`config.mk`:
```
export PLATFORM = sky130hd
export DESIGN_NAME = wfd_sequencer
export DESIGN_NICKNAME = d
export VERILOG_FILES = /design/src/rtl/wfd_pkg.sv /design/src/rtl/wfd_desc_mem.sv /design/src/rtl/wfd_decide.sv /design/src/rtl/wfd_sequencer.sv
export SDC_FILE = /design/constraint.sdc
export NUM_CORES = 1
export LEC_CHECK = 0
export BUFFER_PORTS_ARGS = -buffer_cell sky130_fd_sc_hd__buf_2
export CAP_MARGIN = 20
export CORE_UTILIZATION = 53
export DETAILED_ROUTE_END_ITERATION = 8
export HOLD_SLACK_MARGIN = 0.12
export PLACE_DENSITY = 0.76
export SYNTH_ARGS = -nofsm -noshare
export SYNTH_HDL_FRONTEND = slang
export SYNTH_SLANG_ARGS = --single-unit
```
`constraint.sdc`:
```
create_clock -name clk -period 5.8 [get_ports clk]
set_clock_uncertainty 0.2 [all_clocks]
set_input_delay 0.87 -clock clk [delete_from_list [all_inputs] [get_ports clk]]
set_output_delay 0.87 -clock clk [all_outputs]
set_load 0.01 [all_outputs]
```
`src/rtl/wfd_pkg.sv`:
```
package wfd_pkg;
  localparam int unsigned BYTE_W  = 8;
  localparam int unsigned ST_W    = 3;
  localparam int unsigned GRP_NUM = 4;

  localparam logic [ST_W-1:0] ST_IDLE = 3'd7;

  // Byte group inside one waveform
  localparam int unsigned GRP_SEG = 0;
  localparam int unsigned GRP_OP  = 1;
  localparam int unsigned GRP_OUT = 2;
  localparam int unsigned GRP_LF  = 3;

  typedef enum logic [1:0] {
    LF_AND  = 2'b00,
    LF_OR   = 2'b01,
    LF_XOR  = 2'b10,
    LF_ANDN = 2'b11
  } lf_op_e;

  typedef struct packed {
    lf_op_e          op;
    logic [ST_W-1:0] sel_a;
    logic [ST_W-1:0] sel_b;
  } lf_desc_t;

  typedef struct packed {
    logic            reexec;
    logic            spare;
    logic [ST_W-1:0] tgt_true;
    logic [ST_W-1:0] tgt_false;
  } br_desc_t;
endpackage

```
`src/rtl/wfd_desc_mem.sv`:
```
module wfd_desc_mem #(
  parameter int unsigned WF_NUM  = 4,
  parameter int unsigned ST_NUM  = 8,
  parameter int unsigned GRP_NUM = 4,
  parameter int unsigned DW      = 8,
  localparam int unsigned WF_W   = $clog2(WF_NUM),
  localparam int unsigned SW     = $clog2(ST_NUM),
  localparam int unsigned GW     = $clog2(GRP_NUM),
  localparam int unsigned AW     = WF_W + GW + SW,
  localparam int unsigned DEPTH  = WF_NUM * GRP_NUM * ST_NUM
) (
  input  logic                         clk,
  input  logic                         wr_en,
  input  logic [AW-1:0]                wr_addr,
  input  logic [DW-1:0]                wr_data,
  input  logic [WF_W-1:0]              rd_wf,
  input  logic [SW-1:0]                rd_st,
  output logic [GRP_NUM-1:0][DW-1:0]   rd_grp
);
  logic [DW-1:0] store_q [DEPTH];

  always_ff @(posedge clk) begin
    if (wr_en) begin
      store_q[wr_addr] <= wr_data;
    end
  end

  // One combinational read per descriptor group of the current state
  for (genvar g = 0; g < GRP_NUM; g++) begin : g_rd
    localparam logic [GW-1:0] GIDX = GW'(g);
    assign rd_grp[g] = store_q[{rd_wf, GIDX, rd_st}];
  end
endmodule

```
`src/rtl/wfd_decide.sv`:
```
module wfd_decide
  import wfd_pkg::*;
#(
  parameter int unsigned FLAG_CODE = 6,
  parameter int unsigned ONE_CODE  = 7,
  localparam int unsigned SRC_NUM  = 2 ** ST_W
) (
  input  lf_desc_t lf,
  input  logic     fifo_flag,
  output logic     result
);
  logic [SRC_NUM-1:0] src;
  logic               in_a;
  logic               in_b;

  always_comb begin
    src            = '0;
    src[FLAG_CODE] = fifo_flag;
    src[ONE_CODE]  = 1'b1;
  end

  assign in_a = src[lf.sel_a];
  assign in_b = src[lf.sel_b];

  always_comb begin
    unique case (lf.op)
      LF_AND:  result = in_a & in_b;
      LF_OR:   result = in_a | in_b;
      LF_XOR:  result = in_a ^ in_b;
      default: result = in_a & ~in_b;
    endcase
  end
endmodule

```
`src/rtl/wfd_sequencer.sv`:
```
module wfd_sequencer
  import wfd_pkg::*;
#(
  parameter int unsigned WF_NUM  = 4,
  parameter int unsigned CTL_W   = 6,
  localparam int unsigned WF_W   = $clog2(WF_NUM),
  localparam int unsigned MAP_W  = 4 * WF_W,
  localparam int unsigned ST_NUM = 2 ** ST_W,
  localparam int unsigned AW     = WF_W + $clog2(GRP_NUM) + ST_W,
  localparam int unsigned CNT_W  = BYTE_W
) (
  input  logic              clk,
  input  logic              rst_n,
  input  logic              desc_we,
  input  logic [AW-1:0]     desc_addr,
  input  logic [BYTE_W-1:0] desc_wdata,
  input  logic [MAP_W-1:0]  xact_map,
  input  logic              start_rd,
  input  logic              abort,
  input  logic [BYTE_W-1:0] bus_in,
  input  logic              fifo_full,
  output logic              fifo_we,
  output logic [BYTE_W-1:0] fifo_wdata,
  output logic [CTL_W-1:0]  ctl_out,
  input  logic [CTL_W-1:0]  ctl_idle,
  input  logic              idle_drive,
  output logic              bus_oe,
  output logic              done
);
  // Reset: asserted asynchronously, released on the clock
  logic rst_meta_q;
  logic srst_n;

  always_ff @(posedge clk or negedge rst_n) begin
    if (!rst_n) begin
      rst_meta_q <= 1'b0;
      srst_n     <= 1'b0;
    end else begin
      rst_meta_q <= 1'b1;
      srst_n     <= rst_meta_q;
    end
  end

  logic [ST_W-1:0]  st_q,  st_d;
  logic [WF_W-1:0]  wf_q,  wf_d;
  logic [CNT_W-1:0] cnt_q, cnt_d;
  logic             rx_q,  rx_d;
  logic             seq_en;

  logic [GRP_NUM-1:0][BYTE_W-1:0] grp;
  logic [BYTE_W-1:0] seg_b;
  logic [BYTE_W-1:0] op_b;
  logic [BYTE_W-1:0] out_b;
  br_desc_t          br;
  lf_desc_t          lf;
  logic              is_idle;
  logic              is_dp;
  logic              seg_last;
  logic              dec;
  logic [ST_W-1:0]   tgt;

  wfd_desc_mem #(
    .WF_NUM (WF_NUM),
    .ST_NUM (ST_NUM),
    .GRP_NUM(GRP_NUM),
    .DW     (BYTE_W)
  ) i_mem (
    .clk    (clk),
    .wr_en  (desc_we),
    .wr_addr(desc_addr),
    .wr_data(desc_wdata),
    .rd_wf  (wf_q),
    .rd_st  (st_q),
    .rd_grp (grp)
  );

  assign seg_b = grp[GRP_SEG];
  assign op_b  = grp[GRP_OP];
  assign out_b = grp[GRP_OUT];
  assign br    = br_desc_t'(seg_b);
  assign lf    = lf_desc_t'(grp[GRP_LF]);

  wfd_decide i_dec (
    .lf       (lf),
    .fifo_flag(fifo_full),
    .result   (dec)
  );

  assign is_idle  = (st_q == ST_IDLE);
  assign is_dp    = op_b[0];
  assign seg_last = (cnt_q == (seg_b - 8'd1));   // 0 wraps to 256 cycles
  assign tgt      = dec ? br.tgt_true : br.tgt_false;

  // Next-state logic
  always_comb begin
    st_d  = st_q;
    wf_d  = wf_q;
    cnt_d = cnt_q;
    rx_d  = rx_q;
    if (abort) begin
      st_d  = ST_IDLE;
      cnt_d = '0;
      rx_d  = 1'b0;
    end else if (is_idle) begin
      if (start_rd) begin
        st_d  = '0;
        wf_d  = xact_map[WF_W-1:0];
        cnt_d = '0;
        rx_d  = 1'b0;
      end
    end else if (is_dp) begin
      st_d  = tgt;
      cnt_d = '0;
      rx_d  = br.reexec && (tgt == st_q);
    end else begin
      rx_d = 1'b0;
      if (seg_last) begin
        st_d  = st_q + 3'd1;
        cnt_d = '0;
      end else begin
        cnt_d = cnt_q + 8'd1;
      end
    end
  end

  assign seq_en = abort | start_rd | ~is_idle;

  // State registers
  always_ff @(posedge clk or negedge srst_n) begin
    if (!srst_n) begin
      st_q  <= ST_IDLE;
      wf_q  <= '0;
      cnt_q <= '0;
      rx_q  <= 1'b0;
    end else if (seq_en) begin
      st_q  <= st_d;
      wf_q  <= wf_d;
      cnt_q <= cnt_d;
      rx_q  <= rx_d;
    end
  end

  // Outputs
  assign done       = is_idle;
  assign fifo_we    = ~is_idle & op_b[1] & ~rx_q;
  assign fifo_wdata = bus_in;
  assign ctl_out    = is_idle ? ctl_idle : out_b[CTL_W-1:0];
  assign bus_oe     = is_idle & ~idle_drive;

  logic bits_unused;
  assign bits_unused = ^{xact_map[MAP_W-1:WF_W], op_b[BYTE_W-1:2],
                         out_b[BYTE_W-1:CTL_W], br.spare};
endmodule

```
; Yosys cells after proc, flatten, opt, wreduce, memory -nomap -nowiden
; Memory sizes are Yosys's and may differ from the RTL's.
; Cells that the tools add are included.
[word_totals]
regBits = 16
latch_bits = 0
ramBits = 1024
romBits = 0
in_bits = 44
out_inout_bits = 17
word_cells = 61
memories = 1
[op_classes]
addsub = 3
mul = 0
div = 0
order_cmp = 2
n_eq_ne = 6
shift = 0
mux = 23
bitwise = 14
reduce_logical = 6
[memory_table]
columns = memory, words, word_bits, rd, rd_clocked_by_memory_dff, wr, line
row1 = i_mem.store_q, 128, 8, 4, 0, 1, wfd_desc_mem.sv:20  ; logic [DW-1:0] store_q [DEPTH];
[op_table]
columns = operator, count
row1 = 2-to-1 mux 8 bit, 5
row2 = 2-to-1 mux 3 bit, 6
row3 = adder 8 x 1 -> 8 bit (second input constant), 1
row4 = == test 8 bit, 1
row5 = less-than comparator 3 x 4 -> 1 bit (second input constant), 2
row6 = 2-to-1 mux 1 bit, 8
row7 = subtractor 8 x 1 -> 8 bit (second input constant), 1
row8 = binary-select mux 1 bit (select 3 bit), 2
row9 = 2-to-1 mux 6 bit, 1
row10 = AND 1 bit, 5
row11 = inverter 1 bit, 5
row12 = AND reduction 4 bit, 1
row13 = nonzero test 4 bit, 1
row14 = adder 3 x 1 -> 3 bit (second input constant), 1
row15 = == test 3 bit, 1
row16 = == test 3 bit (second input constant), 1
row17 = != test 3 bit (second input constant), 1
row18 = bitwise OR 1 bit, 3
row19 = case mux 1 bit (3 select lines), 1
row20 = AND reduction 3 bit, 1
row21 = == test 2 x 1 -> 1 bit (second input constant), 1
row22 = == test 2 bit (second input constant), 1
row23 = logical NOT 2 bit, 1
row24 = AND reduction 2 bit, 1
row25 = other kinds (2), 2

; Longest topological paths before layout
; An unclocked memory read counts as a cell.
[logic_depth]
word_depth = 12
ltp_mapped = 20
ltp_nobuf = 12

; Cells and area by module
; A second synthesis with hierarchy kept.
[hier_totals]
hier_cells = 2508
hier_area_um2 = 41767.6
[modules_own_cells]
columns = mod, instances, cells_each, area_per_inst_um2, seq_area_each_um2
row1 = wfd_desc_mem, 1, 2362, 40373.7, 30749.5
row2 = wfd_sequencer, 1, 132, 1281.2, 404.1
row3 = wfd_decide, 1, 14, 112.6, 0.0

; Worst setup path after synthesis
; OpenSTA, ideal clock, no wires.
[synth_timing]
path_kind = register to register
startpoint = reg st_q[0]
endpoint = reg rx_q
setup_ps = 103
arrival_time_ps = 4624
required_ps = 5497
slack_ps = 872
stages_incl_launch_ff = 19
period_less_slack_ps = 4928
cell_sequence = dfstp_2 > buf_2 > buf_4 > buf_6 > buf_4 > buf_2 > buf_1 > mux4_2 > mux4_2 > nand2_1 > and2_1 > inv_1 > ha_1 > nand2_1 > o21ai_0 > a22oi_4 > mux2_1 > and2_1 > o41ai_2
[synth_between]
elab_chain_cells = 12
[synth_lines]
columns = item, line
row1 = "start, declared", wfd_sequencer.sv:44  ; logic [ST_W-1:0] st_q, st_d;
row2 = "start signal, assigned", wfd_sequencer.sv:136  ; st_q <= st_d;
row3 = memory (128 x 8 bit), --
row4 = binary-select mux 1 bit (select 3 bit), wfd_decide.sv:23  ; assign in_b = src[lf.sel_b];
row5 = 2-to-1 mux 1 bit (implied by the code), wfd_decide.sv:23
row6 = inverter 1 bit, wfd_decide.sv:30  ; default: result = in_a & ~in_b;
row7 = AND 1 bit, wfd_decide.sv:30
row8 = case mux 1 bit (3 select lines), wfd_decide.sv:26  ; unique case (lf.op)
row9 = 2-to-1 mux 3 bit, wfd_sequencer.sv:92  ; assign tgt = dec ? br.tgt_true : br.tgt_false;
row10 = == test 3 bit, wfd_sequencer.sv:114  ; rx_d = br.reexec && (tgt == st_q);
row11 = logical AND 1 bit, wfd_sequencer.sv:114
row12 = 2-to-1 mux 1 bit, wfd_sequencer.sv:111  ; end else if (is_dp) begin
row13 = 2-to-1 mux 1 bit, wfd_sequencer.sv:104  ; end else if (is_idle) begin
row14 = 2-to-1 mux 1 bit, wfd_sequencer.sv:100  ; if (abort) begin
row15 = "end signal, assigned", wfd_sequencer.sv:139  ; rx_q <= rx_d;
row16 = "end, declared", wfd_sequencer.sv:47  ; logic rx_q, rx_d;
; Several ways; a longest one is shown, not always the timed one. The select of a mux whose other input is x is not followed.
; A chain may end at the register's enable or synchronous reset.

; Worst setup path in the final report
[layout_timing]
startpoint = reg st_q[0]
endpoint = out ctl_out[0]
[layout_between]
elab_chain_cells = 2
[layout_lines]
columns = item, line
row1 = memory (128 x 8 bit) / == test 3 bit (equally long branches), --
row2 = 2-to-1 mux 6 bit (*), wfd_sequencer.sv:147  ; assign ctl_out = is_idle ? ctl_idle : out_b[CTL_W-1:0];
row3 = "end, declared", wfd_sequencer.sv:24  ; output logic [CTL_W-1:0] ctl_out,
; Every way passes the cells marked *; elsewhere a longest branch is shown, timed or not.

==> metrics <==
status completed; CP endpoint kind output pin; WHS Endpoint srst_n$_DFF_PN0_; Routability Congestion 0.846; first-pass GRT wire length 103,000 um; Post-CTS Setup Repair Bufs 0; post-placement cell count 2,401; IO Count 61; most frequent cells in the layout edfxtp_1, nor2_1, mux4_2, clkbuf_16, nand2_1; endpoints failing setup 0; Critical Path RT 4730 ps; HP Class register to register; worst-path fanout max 46; Pre-antenna DRT Iters 5; gr usage total 23.6%; IO buf count 38; Arr. time, crit path 4190 ps; Clock Tree Buf Depth 3; Clock Pin Slew Worst Setup and Hold Paths 60 ps; worst path bufs/invs 2; FF+latch count, synth 784; Largest stage delay, worst path 990 ps; Ys Warns 0; core area 0.0589 sq mm; CTS Buf Count 78; crit path kind register to output pin; Die Area 0.0605 sq mm; Top FF cell, synth edfxtp_1; synth unique cells 76; via count 16,015; worst-skew pair later-pin latency 620 ps; Mapped Cells 1,645; Critical-path top delay cell dfstp_4; Mapped Area 0.0315 sq mm; reg2reg setup slack 750 ps; clk root buf clkbuf_16; number of global-route vias before repair 16,504; cts hold-fix bufs 3; top cell family by delay on the critical path multiplexers; Syn Area/Cell 19.2 sq um; Slew @ Worst Pin 1130 ps; unrepaired setup endpoints after global routing no; Antenna diodes 0; hold depth 0; R2R cell count 9; maximum clock rate 0.190 GHz; most common cell after layout, fill and taps aside edfxtp_1; Slew Limit Fails 0; Routed WL 68,700 um; PwrDens 445 mW/mm^2; antenna violations before repair 0; Detail Route Antenna Nets 0; Die Y 246 um; Peak VDD IR 0.343 mV; share of layout cells above drive strength 1 20.0%; vias per inst 6.30; Non-Filler Instances 2,542; P_leak 11.3 nW; sequential fraction of the synthesis area 74.4%; Nets 1,765; CTS sink cnt 784; total negative setup slack 0 ps; routed length per instance 27.0 um; H-tree depth 3; largest net degree at the start of global routing 97; starting density of the core 53.6%; Area Growth Syn to Fin 10.5%; Post-CTS Resized 0; Max Cap Viol 0; DRC 0; CTS tree yes; Syn Nets 1,697; Tmin final 5260 ps; worst slew margin relative to its limit 24.3%; # rows 89; Die W 246 um; CP cell instances buf_4, mux4_2, mux4_2, mux2i_1, o21ai_0, buf_2; RR Startpoint st_q[0]$_DFFE_PN1P_; DPL Wire Length 41,400 um; Post-synth EDFFs 768; Reg-to-Reg End st_q[1]$_DFFE_PN1P_; Startpoint Class register; Fin. Hold Viols 0; most frequent CP cell mux4_2; total grt overflow 0; final period utilization 90.6%; drt initial violations 1,900; Synth async-reset ratio 2.04%; hold_sp rst_meta_q$_DFF_PN0_
==> worst reg2reg max path: cells and delay by family (launching register included) <==
family | cells | cell delay, ps
simple gates | 3 | 560
buf+inv | 1 | 750
mux | 4 | 2090
flops | 1 | 990
compound gates | 1 | 370
==> synth_stat cells, types with 11 or more instances <==
cell	count	area, sq um
buf_6	13	146
nor3_1	11	55.1
a22oi_1	27	203
nand2_1	73	274
nor2b_1	15	93.8
mux4_2	139	3130
dfrtp_1	13	325
mux2i_1	59	591
nand4_1	11	68.8
o211ai_1	11	82.6
clkbuf_1	32	120
nor2_1	143	537
nand3_1	49	245
buf_2	25	125
a21oi_1	13	65.1
buf_4	13	97.6
inv_1	12	45.0
mux4_1	22	578
o21ai_0	18	90.1
nand3b_1	24	180
edfxtp_1	768	23100
==> state kept, by name, indices dropped and copies added (netlist names) <==
name	flops
rst_meta_q	1
rx_q	1
wf_q	2
cnt_q	8
srst_n	1
st_q	3
i_mem.store_q	768
==> cells by family after synthesis <==
group	share of synthesized area, %
DFF	74.4
and+or+nand+nor	5.47
muxes	14.3
AOI/OAI and AO/OA	3.34
buffers and inverters	1.92
adders and majority gates	0.317
xor gates and xnor gates	0.222
other	0.0119
==> routing by layer <==
layer | vias up | track usage [%] | wire, um
li1 | 6830 | - | -
met1 | 8291 | 32.0 | 27000
met2 | 763 | 37.9 | 33600
met3 | 131 | 5.31 | 5940
met4 | 0 | 8.09 | 2180
met5 | - | 0 | 0
==> cell type report <==
type                    instances  area, sq um
well taps                     773          967
clock buffers                  93         2010
multi-input cells             756         7480
repair buffers                 80          576
inverters                      13         48.8
fillers                      4087        24100
flip-flops and latches        784        23500
clock inverters                43          289
==> power breakdown <==
| group | total, mW | switching [mW] | internal, mW |
|---|---|---|---|
| clock network | 4.65 | 2.05 | 2.60 |
| registers | 6.48 | 0.202 | 6.28 |
| logic | 4.37 | 2.45 | 1.92 |
==> worst max path at each step <==
stage / from / to / slack (ps) / cells after the start
final: st_q[0]$_DFFE_PN1P_ / ctl_out[0] / 540 / 6
after global routing: st_q[0]$_DFFE_PN1P_ / ctl_out[0] / 330 / 6
after global placement: st_q[0]$_DFFE_PN1P_ / rx_q$_DFFE_PN0P_ / 830 / 13
after floorplan: st_q[0]$_DFFE_PN1P_ / rx_q$_DFFE_PN0P_ / 870 / 18
after CTS: st_q[0]$_DFFE_PN1P_ / ctl_out[0] / 460 / 6
after detailed placement: st_q[0]$_DFFE_PN1P_ / st_q[1]$_DFFE_PN1P_ / 810 / 9
==> through the flow <==
| step | instance area (sq um) | hold WS (ps) | worst slack, ps | power [mW] | util [%] |
|---|---|---|---|---|---|
| after floorplan | 31500 | -28.8 | 872 | 9.72 | - |
| after global placement | 32500 | 44.2 | 828 | 10.8 | 55.1 |
| after detailed placement | 32500 | 37.1 | 806 | 10.9 | 55.1 |
| after CTS | 34800 | 158 | 458 | 15.5 | 59.1 |
| after global routing | 34800 | 162 | 331 | 16.1 | 59.2 |
| final | 34800 | 148 | 543 | 15.5 | 59.2 |
Power figures use the tool's default switching activity.
